### src/rtl/pm_alert_pkg.sv
package pm_alert_pkg;

    localparam int MODE_W = 2;
    localparam int MASK_W = 3;
    localparam int CTL_W  = MODE_W + 4;

    // mask bit positions
    localparam int MB_CALL = 0;
    localparam int MB_IND  = 1;
    localparam int MB_COND = 2;

    typedef struct packed {
        logic [MODE_W-1:0] mode;
        logic              occurred;
        logic              enable;
        logic              frz_on_alert;
        logic              freeze;
    } ctl_t;

    typedef enum logic [0:0] {
        IRQ_IDLE   = 1'b0,
        IRQ_RAISED = 1'b1
    } irq_st_t;

endpackage

### src/rtl/pm_alert_ctlreg.sv
module pm_alert_ctlreg
    import pm_alert_pkg::*;
(
    input  logic             clk,
    input  logic             rst_n,
    input  logic             wr_i,
    input  logic [CTL_W-1:0] wdata_i,
    input  logic             alert_i,
    output ctl_t             ctl_o,
    output logic             taken_o,
    output logic             ebb_o
);

    ctl_t ctl_q;
    ctl_t ctl_n;
    ctl_t wr_view;
    logic ebb_q;

    assign wr_view = ctl_t'(wdata_i);

    // write first, then alert modifications
    always_comb begin
        ctl_n   = ctl_q;
        taken_o = 1'b0;
        if (wr_i) begin
            ctl_n = wr_view;
        end
        if (alert_i) begin
            if (ctl_n.frz_on_alert) begin
                ctl_n.freeze = 1'b1;
            end
            if (ctl_n.enable) begin
                ctl_n.enable   = 1'b0;
                ctl_n.occurred = 1'b1;
                taken_o        = 1'b1;
            end
        end
    end

    always_ff @(posedge clk) begin
        if (!rst_n) begin
            ctl_q <= '0;
            ebb_q <= 1'b0;
        end else begin
            ctl_q <= ctl_n;
            ebb_q <= alert_i;
        end
    end

    assign ctl_o = ctl_q;
    assign ebb_o = ebb_q;

    AST_FREEZE_ON_ALERT: assert property (@(posedge clk) disable iff (!rst_n)
        (alert_i && !wr_i && ctl_q.frz_on_alert) |=> ctl_q.freeze);
    AST_ENABLE_TO_OCCURRED: assert property (@(posedge clk) disable iff (!rst_n)
        (alert_i && !wr_i && ctl_q.enable) |=> (!ctl_q.enable && ctl_q.occurred));
    AST_EBB_AFTER_ALERT: assert property (@(posedge clk) disable iff (!rst_n)
        alert_i |=> ebb_q);
    AST_EBB_ONLY_ALERT: assert property (@(posedge clk) disable iff (!rst_n)
        !alert_i |=> !ebb_q);
    AST_QUIET_HOLD: assert property (@(posedge clk) disable iff (!rst_n)
        (!alert_i && !wr_i) |=> $stable(ctl_q));

endmodule

### src/rtl/pm_alert_irq_fsm.sv
module pm_alert_irq_fsm (
    input  logic clk,
    input  logic rst_n,
    input  logic wr_i,
    input  logic wr_occ_i,
    input  logic taken_i,
    output logic irq_o
);
    import pm_alert_pkg::*;

    irq_st_t st_q;
    irq_st_t st_n;

    always_comb begin
        st_n = st_q;
        if (wr_i) begin
            st_n = wr_occ_i ? IRQ_RAISED : IRQ_IDLE;
        end
        if (taken_i) begin
            st_n = IRQ_RAISED;
        end
    end

    always_ff @(posedge clk) begin
        if (!rst_n) st_q <= IRQ_IDLE;
        else        st_q <= st_n;
    end

    always_comb begin
        unique case (st_q)
            IRQ_IDLE:   irq_o = 1'b0;
            IRQ_RAISED: irq_o = 1'b1;
        endcase
    end

    AST_IRQ_FOLLOWS_WRITE: assert property (@(posedge clk) disable iff (!rst_n)
        (wr_i && !taken_i) |=> (irq_o == $past(wr_occ_i)));
    AST_IRQ_ON_TAKEN: assert property (@(posedge clk) disable iff (!rst_n)
        taken_i |=> irq_o);

endmodule

### src/rtl/pm_alert_filter.sv
module pm_alert_filter
    import pm_alert_pkg::*;
(
    input  logic              enable_i,
    input  logic [MODE_W-1:0] mode_i,
    output logic [MASK_W-1:0] mask_o
);

    always_comb begin
        mask_o = '0;
        if (enable_i) begin
            unique case (mode_i)
                2'd0: mask_o = '1;
                2'd1: mask_o[MB_CALL] = 1'b1;
                2'd2: mask_o[MB_IND]  = 1'b1;
                2'd3: mask_o[MB_COND] = 1'b1;
            endcase
        end
    end

    always_comb begin
        if (enable_i && mode_i != '0) begin
            AST_MASK_ONE_TYPE: assert ($onehot(mask_o));
        end
    end

endmodule

### src/rtl/pm_alert_ctrl.sv
module pm_alert_ctrl
    import pm_alert_pkg::*;
(
    input  logic             clk,
    input  logic             rst_n,
    input  logic             ctl_wr,
    input  logic [CTL_W-1:0] ctl_wdata,
    input  logic             alert_i,
    output logic [CTL_W-1:0] ctl_q,
    output logic             freeze_o,
    output logic             pm_irq,
    output logic             ebb_req,
    output logic [MASK_W-1:0] bhrb_mask
);

    ctl_t ctl;
    logic taken;
    ctl_t wr_view;

    assign wr_view = ctl_t'(ctl_wdata);

    pm_alert_ctlreg u_reg (
        .clk     (clk),
        .rst_n   (rst_n),
        .wr_i    (ctl_wr),
        .wdata_i (ctl_wdata),
        .alert_i (alert_i),
        .ctl_o   (ctl),
        .taken_o (taken),
        .ebb_o   (ebb_req)
    );

    pm_alert_irq_fsm u_irq (
        .clk      (clk),
        .rst_n    (rst_n),
        .wr_i     (ctl_wr),
        .wr_occ_i (wr_view.occurred),
        .taken_i  (taken),
        .irq_o    (pm_irq)
    );

    pm_alert_filter u_flt (
        .enable_i (ctl.enable),
        .mode_i   (ctl.mode),
        .mask_o   (bhrb_mask)
    );

    assign ctl_q    = ctl;
    assign freeze_o = ctl.freeze;

    AST_FILTER_OFF: assert property (@(posedge clk) disable iff (!rst_n)
        !ctl.enable |-> (bhrb_mask == '0));
    AST_IRQ_MATCHES_OCC: assert property (@(posedge clk) disable iff (!rst_n)
        pm_irq == ctl.occurred);

endmodule

### config.mk
export PLATFORM = sky130hd
export DESIGN_NAME = pm_alert_ctrl
export DESIGN_NICKNAME = d
export VERILOG_FILES = /design/src/rtl/pm_alert_pkg.sv /design/src/rtl/pm_alert_ctlreg.sv /design/src/rtl/pm_alert_irq_fsm.sv /design/src/rtl/pm_alert_filter.sv /design/src/rtl/pm_alert_ctrl.sv
export SDC_FILE = /design/constraint.sdc
export NUM_CORES = 1
export LEC_CHECK = 0
export ABC_AREA = 1
export BUFFER_PORTS_ARGS = -buffer_cell sky130_fd_sc_hd__buf_4
export CAP_MARGIN = 20
export CORE_AREA = 2 2 39 41
export DETAILED_ROUTE_END_ITERATION = 6
export DIE_AREA = 0 0 41 43
export PLACE_DENSITY = 0.64
export SKIP_LAST_GASP = 1
export SLEW_MARGIN = 20
export SYNTH_ARGS = -nofsm -noshare
export SYNTH_HDL_FRONTEND = slang
export SYNTH_HIERARCHICAL = 1
export SYNTH_SLANG_ARGS = --single-unit
### constraint.sdc
create_clock -name clk -period 1.15 [get_ports clk]
set_input_delay 0.115 -clock clk [delete_from_list [all_inputs] [get_ports clk]]
set_output_delay 0.115 -clock clk [all_outputs]
set_load 0.01 [all_outputs]
Yosys cells after proc, flatten, opt, wreduce, memory -nomap -nowiden
Cells that the tools add are included.

Register bits: 8. Word-level logic and storage cells: 31. Output and inout port bits: 12.

Equality and inequality tests: 3. Bitwise operators: 1. Reductions and logical operators: 5. Multiplexer cells: 15.

Operators by type and width (number): $mux W1 (10); $reduce_or A2 Y1 (3); $eq A2 B2 Y1 const B (2); $mux W2 (2); $mux W4 (1); $mux W3 (1); $eq A2 B1 Y1 const B (1); $logic_not A2 Y1 (1); $pmux W1 S2 (1); $reduce_bool A2 Y1 (1); $not A1 Y1 (1).

Logic depth before layout (Yosys ltp)
Gate-level depths: netlist of run 1.

Depth in word-level cells: 4. Gate-level depth with buffers: 9. Gate-level depth less buffers: 8.

By module
Netlist of run 1, hierarchy kept.

By module, submodules not included: pm_alert_ctlreg (seq. area each 140.1 um2, area an instance 294.0 um2, cells an instance 38, times used 1); pm_alert_filter (seq. area each 0.0 um2, area an instance 67.6 um2, cells an instance 11, times used 1); pm_alert_irq_fsm (seq. area each 20.0 um2, area an instance 50.0 um2, cells an instance 9, times used 1); pm_alert_ctrl (seq. area each 0.0 um2, area an instance 7.5 um2, cells an instance 1, times used 1).

Least setup slack after synthesis of run 1
Ideal clock, no wire load.

Path kind: reg2out. Start point: register, netlist name u_reg/ctl_o[4]. End point: output port bhrb_mask[2]. Arrival: 0.927 ns. Setup slack: 0.108 ns. Stages on the path, launching flop included: 4. Required time: 1.035 ns. Cells stage by stage: dfxtp_1 inv_1 ha_1 nor2_1.

Word-level cells in the longest chain between the ends: 4. Elaborated cells on any way between the ends: 5.

RTL lines: $eq A2 B2 Y1 / $logic_not A2 Y1 (equally long branches) (line pm_alert_filter.sv:12) `unique case (mode_i)`; $reduce_or A2 Y1 (no source line) *; $mux W1 * (line pm_alert_filter.sv:12); $mux W3 * (line pm_alert_filter.sv:11) `if (enable_i) begin`; end, declared (line pm_alert_ctrl.sv:13) `output logic [MASK_W-1:0] bhrb_mask`.

Every way passes the cells marked *; elsewhere a longest branch is shown, timed or not.

Worst setup path in the final report of run 1
Start point: register, netlist name u_reg/ctl_o[5]. End point: output port bhrb_mask[0].

Word-level cells in the longest chain between the ends: 4. Elaborated cells on any way between the ends: 5.

RTL lines (line): $eq A2 B1 Y1 / $logic_not A2 Y1 (equally long branches) (pm_alert_filter.sv:12); $reduce_or A2 Y1 (no source line) *; $mux W1 * (pm_alert_filter.sv:12); $mux W3 * (pm_alert_filter.sv:11).

Marks and branches as above.

==> summary.md, run 1 <==
| Metric | Value |
|---|---|
| Status | `complete, but fails checks` |
| Failing checks | `negative setup slack` |
| CP required | `1030 ps` |
| Final WL | `906 microns` |
| Final Power | `700 uW` |
| # fillers | `141` |
| Worst-path cell chain | `inv_4 -> ha_4 -> nor2_2 -> nor2_1 -> buf_4` |
| Slowest stage delay, CP | `370 ps` |
| Post-synth ARST share | `0%` |
| Layout cells sized above 1 | `45.8%` |
| Root Driver | `clkbuf_4` |
| Fin crit share | `105%` |
| DR iter-0 viols | `3` |
| Area growth from synthesis to layout | `56.7%` |
| Initial antenna violation count | `0` |
| IO Count | `22` |
| RSZ-0062 raised after global routing | `yes` |
| Flop pwr share | `44.5%` |
| Chip Height | `43 microns` |
| Dpl cell area | `578 sq um` |
| PD cells | `1060 nW/um^2` |
| Critical path class | `reg2out` |
| Gr usage total | `11.9%` |
| Switching Share | `27.0%` |
| Final min period | `1210 ps` |
| Max Cap Violations | `0` |
| Port Buffer Count | `21` |
| Initial Util | `30.3%` |
| Finished Cell Area | `657 sq um` |
| Yosys reg bits | `8` |
| Cell with the most instances after synthesis | `nor2_1` |
| CP endpoint kind | `output port` |
| Final GP Congestion | `0.718` |
| HPWL Detailed | `670 microns` |
| Fmax | `829 MHz` |
| Hold Crit Class | `in2reg` |
| Clock sinks | `8` |
| Core ar. | `1380 sq um` |
| Synth cell count leaders | `nor2_1 (16), inv_1 (13), dfxtp_1 (8), nand2_1 (6), o21ai_1 (4)` |
| Startpoint Class | `flip-flop` |
| Die width | `41 microns` |
| Fin nets | `98` |
| Slew @ Worst Pin | `161 ps` |
| H-tree depth | `1` |
| Ant. Diodes | `0` |
| Top-area cell type share of the netlist area | `38.2%` |
| Clk slew on worst S/H paths | `50 ps` |
| TritonCTS clock tree | `done` |
| Drt pass-1 iters | `4` |
| Pint | `511 uW` |
| Final Max Tran Viols | `0` |
| Max_slew headroom | `89.2%` |
| Net Sw Power | `189 uW` |
| Cts bufs inserted | `3` |
| Mapped cell area | `419 sq um` |
| Row cnt | `14` |
| Maximum clock insertion buffer count | `2` |
| # hold bufs at CTS | `0` |
| Final setup margin | `-55.9 ps` |
| Worst-path fanout max | `4` |
| Largest net degree at the start of global routing | `12` |
| Slowest stage cell, crit path | `dfxtp_4` |
| EDFF count, synth | `0` |
| Synth top area cells | `dfxtp_1 (38%), nor2_1 (14%), inv_1 (12%)` |
| Post-Syn Nets | `72` |
| Vias | `418` |
| Leak Pwr | `0.000347 uW` |
| Main synth FF type | `dfxtp_1` |
| Via/cell ratio | `4.22` |
| Setup_tns | `-158 ps` |
| Post-DR wirelength/cell | `9.15 microns` |
| Average size of a mapped cell | `7.10 sq um` |
| Crit path DAT | `1090 ps` |
| Drt drc | `0` |
| Combinational share of power | `25.5%` |
| Skew-Pair Late Insertion Delay | `250 ps` |
| Ys Warns | `6` |
| Total grt overflow | `0` |
| Worst VDD drop | `0.696 mV` |
| Seq/Total Area, Yosys | `38.2%` |
| Place WS | `93.0 ps` |
| Vias in the first global route | `361` |
| Setup Viol. Count Final | `3` |
| Clk pwr share | `30.0%` |
| Antenna viol nets, final | `0` |
| Yosys top cell by area | `dfxtp_1` |
| Mapped Cells | `59` |
| Die Area | `1760 sq um` |
| First-pass GRT wire length | `1.37 mm` |
| Library cells used by synthesis | `14` |
| Fin Clk Skew | `2.57 ps` |
| Fin. Hold Viols | `0` |
-- critical path, delay by kind of cell (launching register included) --
kind	cells	cell delay, ps
flops	1	370
buf+inv	2	190
fa+ha+maj	1	150
simple gates	2	130
-- what timing repair did --
action                                  CTS  global route
resized for setup                        11             1
setup buffers                             2             0
pin swaps                                 5             2
endpoints found under the setup margin    3             3
-- cells in the final DEF, fill, tap and decap left out --
cell type / n
a21oi_2: 1
buf_4: 22
buf_6: 1
clkbuf_4: 3
dfxtp_1: 6
dfxtp_2: 1
dfxtp_4: 1
ha_2: 1
ha_4: 2
inv_1: 11
inv_2: 1
inv_4: 2
nand2_1: 6
nand2_4: 1
nand3_1: 1
nand3_2: 1
nor2_1: 15
nor2_2: 1
o21ai_0: 2
o21ai_1: 4
-- layout make-up --
class	count	area [sq um]	area share [%]
Clock buffer	3	22.5	3.43
Inverter	14	57.6	8.76
Multi-Input combinational cell	35	215	32.8
Sequential cell	8	165	25.1
Tap cell	16	20.0	3.05
Timing Repair Buffer	23	176	26.9
-- routing by layer --
| layer | share of wire [%] | GRT usage [%] |
|---|---|---|
| met1 | 44 | 12.8 |
| met2 | 46 | 18.1 |
| met3 | 8.9 | 3.14 |
| met4 | 1.5 | 10.0 |
| met5 | 0 | 0 |
-- power by group through the flow --
stage / clock (uW) / sequential (uW) / combinational [uW]
4_1_cts: 222 / 312 / 176
3_3_place_gp: 0 / 315 / 155
2_1_floorplan: 0 / 325 / 75.4
5_1_grt: 232 / 314 / 197
6_report: 210 / 312 / 178
3_5_place_dp: 0 / 317 / 157
-- cell families after synthesis --
family,count (synthesis),synth area share [%]
adders and majority gates,3,8.96
buffers and inverters,16,17.6
DFF,8,38.2
AOI/OAI and AO/OA,7,9.25
and+or+nand+nor,25,26.0
-- through the flow --
step                hold slack, ps  util (%)  instances
floorplan                      187         -         59
global placement               307      41.8         94
detailed placement             308      41.8         94
CTS                           40.6      47.3         99
global route                  41.4      47.5         99
finish                        48.6      47.5         99
-- flip-flops by register name, summed over array words and instances (netlist names) --
register / flops
u_irq/st_q: 1
u_reg/ebb_o: 1
u_reg/ctl_o: 6
-- worst paths after layout --
kind | start | end | slack [ps] | cells after the start
min reg2reg | u_reg/ctl_o[1] | u_reg/ctl_o[1] | 510 | 2
max reg2reg | u_reg/ctl_o[2] | u_irq/st_q | 270 | 8
min | alert_i | u_reg/ctl_o[2] | 50 | 2
max | u_reg/ctl_o[5] | bhrb_mask[0] | -60 | 5
Note: power is estimated with default switching activity, not from simulation.
==> run 2: changes to the inputs <==
Settings changed: CELL_PAD_IN_SITES_DETAIL_PLACEMENT from default to 1, CELL_PAD_IN_SITES_GLOBAL_PLACEMENT from default to 1, CORE_AREA 2 2 39 41 to default, CORE_MARGIN from default to 5, CORE_UTILIZATION from default to 27, DIE_AREA 0 0 41 43 to default, PLACE_DENSITY 0.64 to 0.77.
==> run 2 against run 1 <==
  * The flow still finishes with violations (negative setup slack)
  * Hold slack better by 3.0 ps
  * Routed wire length is 43% higher
  * Global-route usage is 0.60 points lower
  * Clock power hardly changed
  * Sequential share of layout area is 1.9 points lower
  * Flip-flop and latch count stayed put
  * Utilization is 0.18 points higher
  * Combinational power is 21% higher
  * Design area is 8.0% higher
  * Critical path type unchanged
  * Critical endpoint unchanged
  * Largest power group unchanged
==> summary.md, run 2 (synthesis gave the netlist of run 1 again) <==
| Metric | Value |
|---|---|
| Worst VDD drop | `0.514 mV` |
| Vias in the first global route | `451` |
| Critical path class | `reg2out` |
| Worst-path cell chain | `buf_6 -> ha_4 -> nor2_2 -> nor2_1 -> buf_4` |
| Final Power | `740 uW` |
| CP endpoint kind | `output port` |
| Fin nets | `101` |
| Root Driver | `clkbuf_4` |
| Skew-Pair Late Insertion Delay | `250 ps` |
| Post-DR wirelength/cell | `12.7 microns` |
| # fillers | `190` |
| Setup Viol. Count Final | `4` |
| Initial antenna violation count | `0` |
| FF-to-FF setup slack | `120 ps` |
| Status | `complete, but fails checks` |
| Port Buffer Count | `21` |
| Final setup margin | `-80.8 ps` |
| Clock sinks | `8` |
| HPWL Detailed | `941 microns` |
| Slowest stage cell, crit path | `dfxtp_4` |
| Cts bufs inserted | `3` |
| Die Area | `2440 sq um` |
| Reg2Reg Depth | `5` |
| Slowest stage delay, CP | `350 ps` |
| Fmax | `812 MHz` |
| Ant. Diodes | `0` |
| TritonCTS clock tree | `done` |
| Leading cell types in the layout, fill and taps excluded | `buf_4 (23), nor2_1 (13), inv_1 (11), nand2_1 (6), dfxtp_1 (6)` |
| Via/cell ratio | `4.45` |
| Antenna viol nets, final | `0` |
| Drt pass-1 iters | `4` |
| Layout cells sized above 1 | `50.0%` |
| PD cells | `1040 nW/um^2` |
| Number of flip-flops in the largest register | `6` |
| Drt drc | `0` |
| Vias | `454` |
| Leak Pwr | `0.000367 uW` |
| Final WL | `1.29 mm` |
| Maximum clock insertion buffer count | `2` |
| Max Cap Violations | `0` |
| Final min period | `1230 ps` |
| Gr usage total | `11.3%` |
| Row cnt | `14` |
| Fin crit share | `107%` |
| Initial Util | `28.2%` |
| Place WS | `59.7 ps` |
| # hold bufs at CTS | `0` |
| Worst-path fanout max | `2` |
| RSZ-0062 raised after global routing | `yes` |
| Startpoint Class | `flip-flop` |
| Hold-critical path depth | `2` |
| DR iter-0 viols | `6` |
| Total grt overflow | `0` |
| Slew @ Worst Pin | `171 ps` |
| Hold Crit Class | `in2reg` |
| Hold wc startpoint | `alert_i` |
| WHS Endpoint | `u_reg/ctl_o[2]` |
| CP required | `1030 ps` |
| Final Max Tran Viols | `0` |
| Fin Clk Skew | `0.0660 ps` |
| Finished Cell Area | `709 sq um` |
| Largest net degree at the start of global routing | `12` |
| Hold slack | `51.6 ps` |
| Crit path DAT | `1120 ps` |
| IO Count | `22` |
| Clk slew on worst S/H paths | `60 ps` |
| Core ar. | `1490 sq um` |
| Failing checks | `negative setup slack` |
| Commonest non-fill, non-tap cell in the layout | `buf_4` |
| Fin. Hold Viols | `0` |
| Max_slew headroom | `88.5%` |
| Dpl cell area | `586 sq um` |
| Die width | `49.4 microns` |
| FF-to-FF End | `u_reg/ctl_o[4]` |
| R2R Path Start | `u_reg/ctl_o[4]` |
| Final GP Congestion | `0.670` |
| Chip Height | `49.4 microns` |
| H-tree depth | `1` |
| First-pass GRT wire length | `2.10 mm` |
| Area growth from synthesis to layout | `69.3%` |
run 2: changes by cell type in the layout (fill, tap and decap cells not counted):
cell    before  now
nor2_4       0    1
ha_4         2    3
nor2_2       1    2
buf_4       22   23
ha_2         1    0
inv_2        1    0
inv_4        2    3
buf_6        1    3
nor2_1      15   13
run 2: per-layer routing:
metal	vias to the layer above	track usage [%]	part of all wire, %
li1	231	-	-
met1	210	12.3	41
met2	13	19.1	53
met3	0	6.12	6.1
met4	0	2.62	0
met5	-	0	0
run 2: power breakdown:
part           switching (uW)  internal, uW  total, uW  leakage, uW
Sequential               14.6           298        312    0.0000675
Combinational             103           112        215     0.000286
Clock                    93.2           119        212    0.0000138
Total                     211           529        740     0.000367
run 2: worst max path at each step:
stage	to	startpoint	slack (ps)
floorplan	bhrb_mask[2]	u_reg/ctl_o[4]	110
global placement	bhrb_mask[2]	u_reg/ctl_o[5]	140
detailed placement	bhrb_mask[2]	u_reg/ctl_o[5]	60
CTS	bhrb_mask[0]	u_reg/ctl_o[4]	-90
global route	bhrb_mask[0]	u_reg/ctl_o[5]	-130
finish	bhrb_mask[0]	u_reg/ctl_o[4]	-80
run 2: cell type report:
class	instances	area (sq um)	area share, %
Sequential cell	8	165	23.3
Inverter	14	60.1	8.47
Tap cell	16	20.0	2.82
Multi-Input combinational cell	35	235	33.2
Clock buffer	3	22.5	3.17
Timing Repair Buffer	26	206	29.1
run 2: what timing repair did:
item,in CTS,in global routing
endpoints found under the hold margin,0,0
cloned,0,0
buffers inserted,3,1
pin swaps,7,3
gates resized for setup,13,6
setup endpoints to repair,3,3
run 2: per-stage QoR:
step           std cells  utilization (%)  TNS [ps]
2_1_floorplan         59                -         0
3_3_place_gp          95             39.3         0
3_5_place_dp          95             39.3         0
4_1_cts              101             45.9      -241
5_1_grt              102             47.6      -410
6_report             102             47.6      -256
run 2: worst max-delay path, delay by kind of cell, from the launching register on:
family        cells  cell delay, ps
flops             1             350
simple gates      2             110
fa+ha+maj         1             140
buf+inv           2             260
==> run 3: changes to the inputs <==
Settings changed: ABC_CLOCK_PERIOD_IN_PS from default to 1150, RECOVER_POWER from default to 100.
==> run 3 against run 2 <==
  * The run still ends with negative setup slack left
  * Via count shrank 1.1%
  * Combinational power shrank 9%
  * Final cell count is the same
  * Clock power is essentially flat
  * Fmax is essentially flat
  * Critical path type unchanged
  * Largest cell class unchanged
==> summary.md, run 3 (synthesis gave the netlist of run 1 again) <==
| Metric | Value |
|---|---|
| Worst-path fanout max | `2` |
| Area of the multi-input gates | `226 sq um` |
| Drt drc | `0` |
| Skew-Pair Late Insertion Delay | `250 ps` |
| Non-Filler Instances | `102` |
| DR iter-0 viols | `4` |
| Total grt overflow | `0` |
| Startpoint Class | `flip-flop` |
| Clock sinks | `8` |
| Vias in the first global route | `451` |
| Chip Height | `49.4 microns` |
| IO Count | `22` |
| Fmax | `813 MHz` |
| # hold bufs at CTS | `0` |
| Place WS | `59.7 ps` |
| Final WL | `1.31 mm` |
| H-tree depth | `1` |
| Cts bufs inserted | `3` |
| CP required | `1030 ps` |
| Max Cap Violations | `0` |
| Area growth from synthesis to layout | `60.9%` |
| Setup Viol. Count Final | `4` |
| Switching Share | `28.8%` |
| First-pass GRT wire length | `2.10 mm` |
| Number of flip-flops in the largest register | `6` |
| Net Sw Power | `207 uW` |
| Status | `complete, but fails checks` |
| Final Max Tran Viols | `0` |
| Combinational share of power | `27.2%` |
| # fillers | `195` |
| Post-DR wirelength/cell | `12.8 microns` |
| Crit path DAT | `1120 ps` |
| Max_slew headroom | `82.4%` |
| Pint | `512 uW` |
| Vias | `449` |
| Commonest non-fill, non-tap cell in the layout | `buf_4` |
| Fin nets | `101` |
| Core ar. | `1490 sq um` |
| Via/cell ratio | `4.40` |
| Failing checks | `negative setup slack` |
| Fin. Hold Viols | `0` |
| Final setup margin | `-80.6 ps` |
| Gr usage total | `11.3%` |
| Final min period | `1230 ps` |
| Placed Cells | `95` |
| CP endpoint kind | `output port` |
| PD cells | `1070 nW/um^2` |
| Reg area | `165 sq um` |
| Leading cell types in the layout, fill and taps excluded | `buf_4 (16), nor2_1 (13), inv_1 (11), clkbuf_1 (7)` |
| Maximum clock insertion buffer count | `2` |
| Hold slack | `41.1 ps` |
| TritonCTS clock tree | `done` |
| Initial Util | `28.2%` |
| Port Buffer Count | `21` |
| Drt pass-1 iters | `2` |
| Row cnt | `14` |
| Layout cells sized above 1 | `39.5%` |
| Setup_tns | `-256 ps` |
| Fin Clk Skew | `0.0662 ps` |
| Final GP Congestion | `0.670` |
| Antenna viol nets, final | `0` |
| Fin crit share | `107%` |
| Worst VDD drop | `0.494 mV` |
| Clk pwr share | `29.5%` |
| Hold Crit Class | `in2reg` |
| Die Area | `2440 sq um` |
| Die width | `49.4 microns` |
| Clk slew on worst S/H paths | `60 ps` |
| Root Driver | `clkbuf_4` |
| Initial antenna violation count | `0` |
| HPWL Detailed | `941 microns` |
| Leak Pwr | `0.000338 uW` |
| Critical path class | `reg2out` |
| Flop pwr share | `43.4%` |
| RSZ-0062 raised after global routing | `yes` |
| Final Power | `719 uW` |
| Ant. Diodes | `0` |
| Largest net degree at the start of global routing | `12` |
| Slew @ Worst Pin | `265 ps` |
## run 3: final cells by class
cell class / instances / share of cell area (%)
multi-input combinational: 35 / 33.6
timing repair buffer: 26 / 26.7
tap: 16 / 2.97
inverter: 14 / 8.91
clock buffer: 3 / 3.34
sequential: 8 / 24.5
## run 3: final timing paths
check | cells past startpoint | slack (ps) | start | end
worst max-delay path | 5 | -80 | u_reg/ctl_o[4] | bhrb_mask[0]
worst min register to register | 2 | 540 | u_reg/ctl_o[3] | u_reg/ctl_o[3]
worst max register to register | 5 | 130 | u_reg/ctl_o[4] | u_reg/ctl_o[4]
worst min-delay path | 2 | 40 | alert_i | u_reg/ctl_o[2]
## run 3: power by group through the flow
stage	Sequential, uW	Combinational, uW	Clock, uW
final	312	196	212
after global routing	314	217	235
after CTS	312	200	227
after detailed placement	316	168	0
after global placement	315	161	0
after floorplan	325	75.4	0
## run 3: critical path, stage by stage, from the launching register on
cell,delay (ps)
dfxtp_4,350
buf_6,120
ha_4,140
nor2_2,70
nor2_1,40
buf_4,140
## run 3: timing repair
action,4_1_cts,5_1_grt
buffers inserted,3,1
gates resized for setup,13,6
pin swaps,7,3
setup endpoints to repair,3,3
cloned,0,0
## run 3: routing by layer
| layer | vias up | part of all wire, % | wire (microns) | track usage (%) |
|---|---|---|---|---|
| met1 | 208 | 42 | 551 | 12.3 |
| met4 | 0 | 0 | 0 | 2.62 |
| met3 | 0 | 5.5 | 72 | 6.12 |
| met2 | 11 | 52 | 684 | 19.1 |
| li1 | 230 | - | - | - |
| met5 | - | 0 | 0 | 0 |
## run 3: through the flow
stage | utilization (%) | area, sq um
2_1_floorplan | - | 419
3_3_place_gp | 39.3 | 586
3_5_place_dp | 39.3 | 586
4_1_cts | 45.9 | 683
5_1_grt | 45.3 | 674
6_report | 45.3 | 674
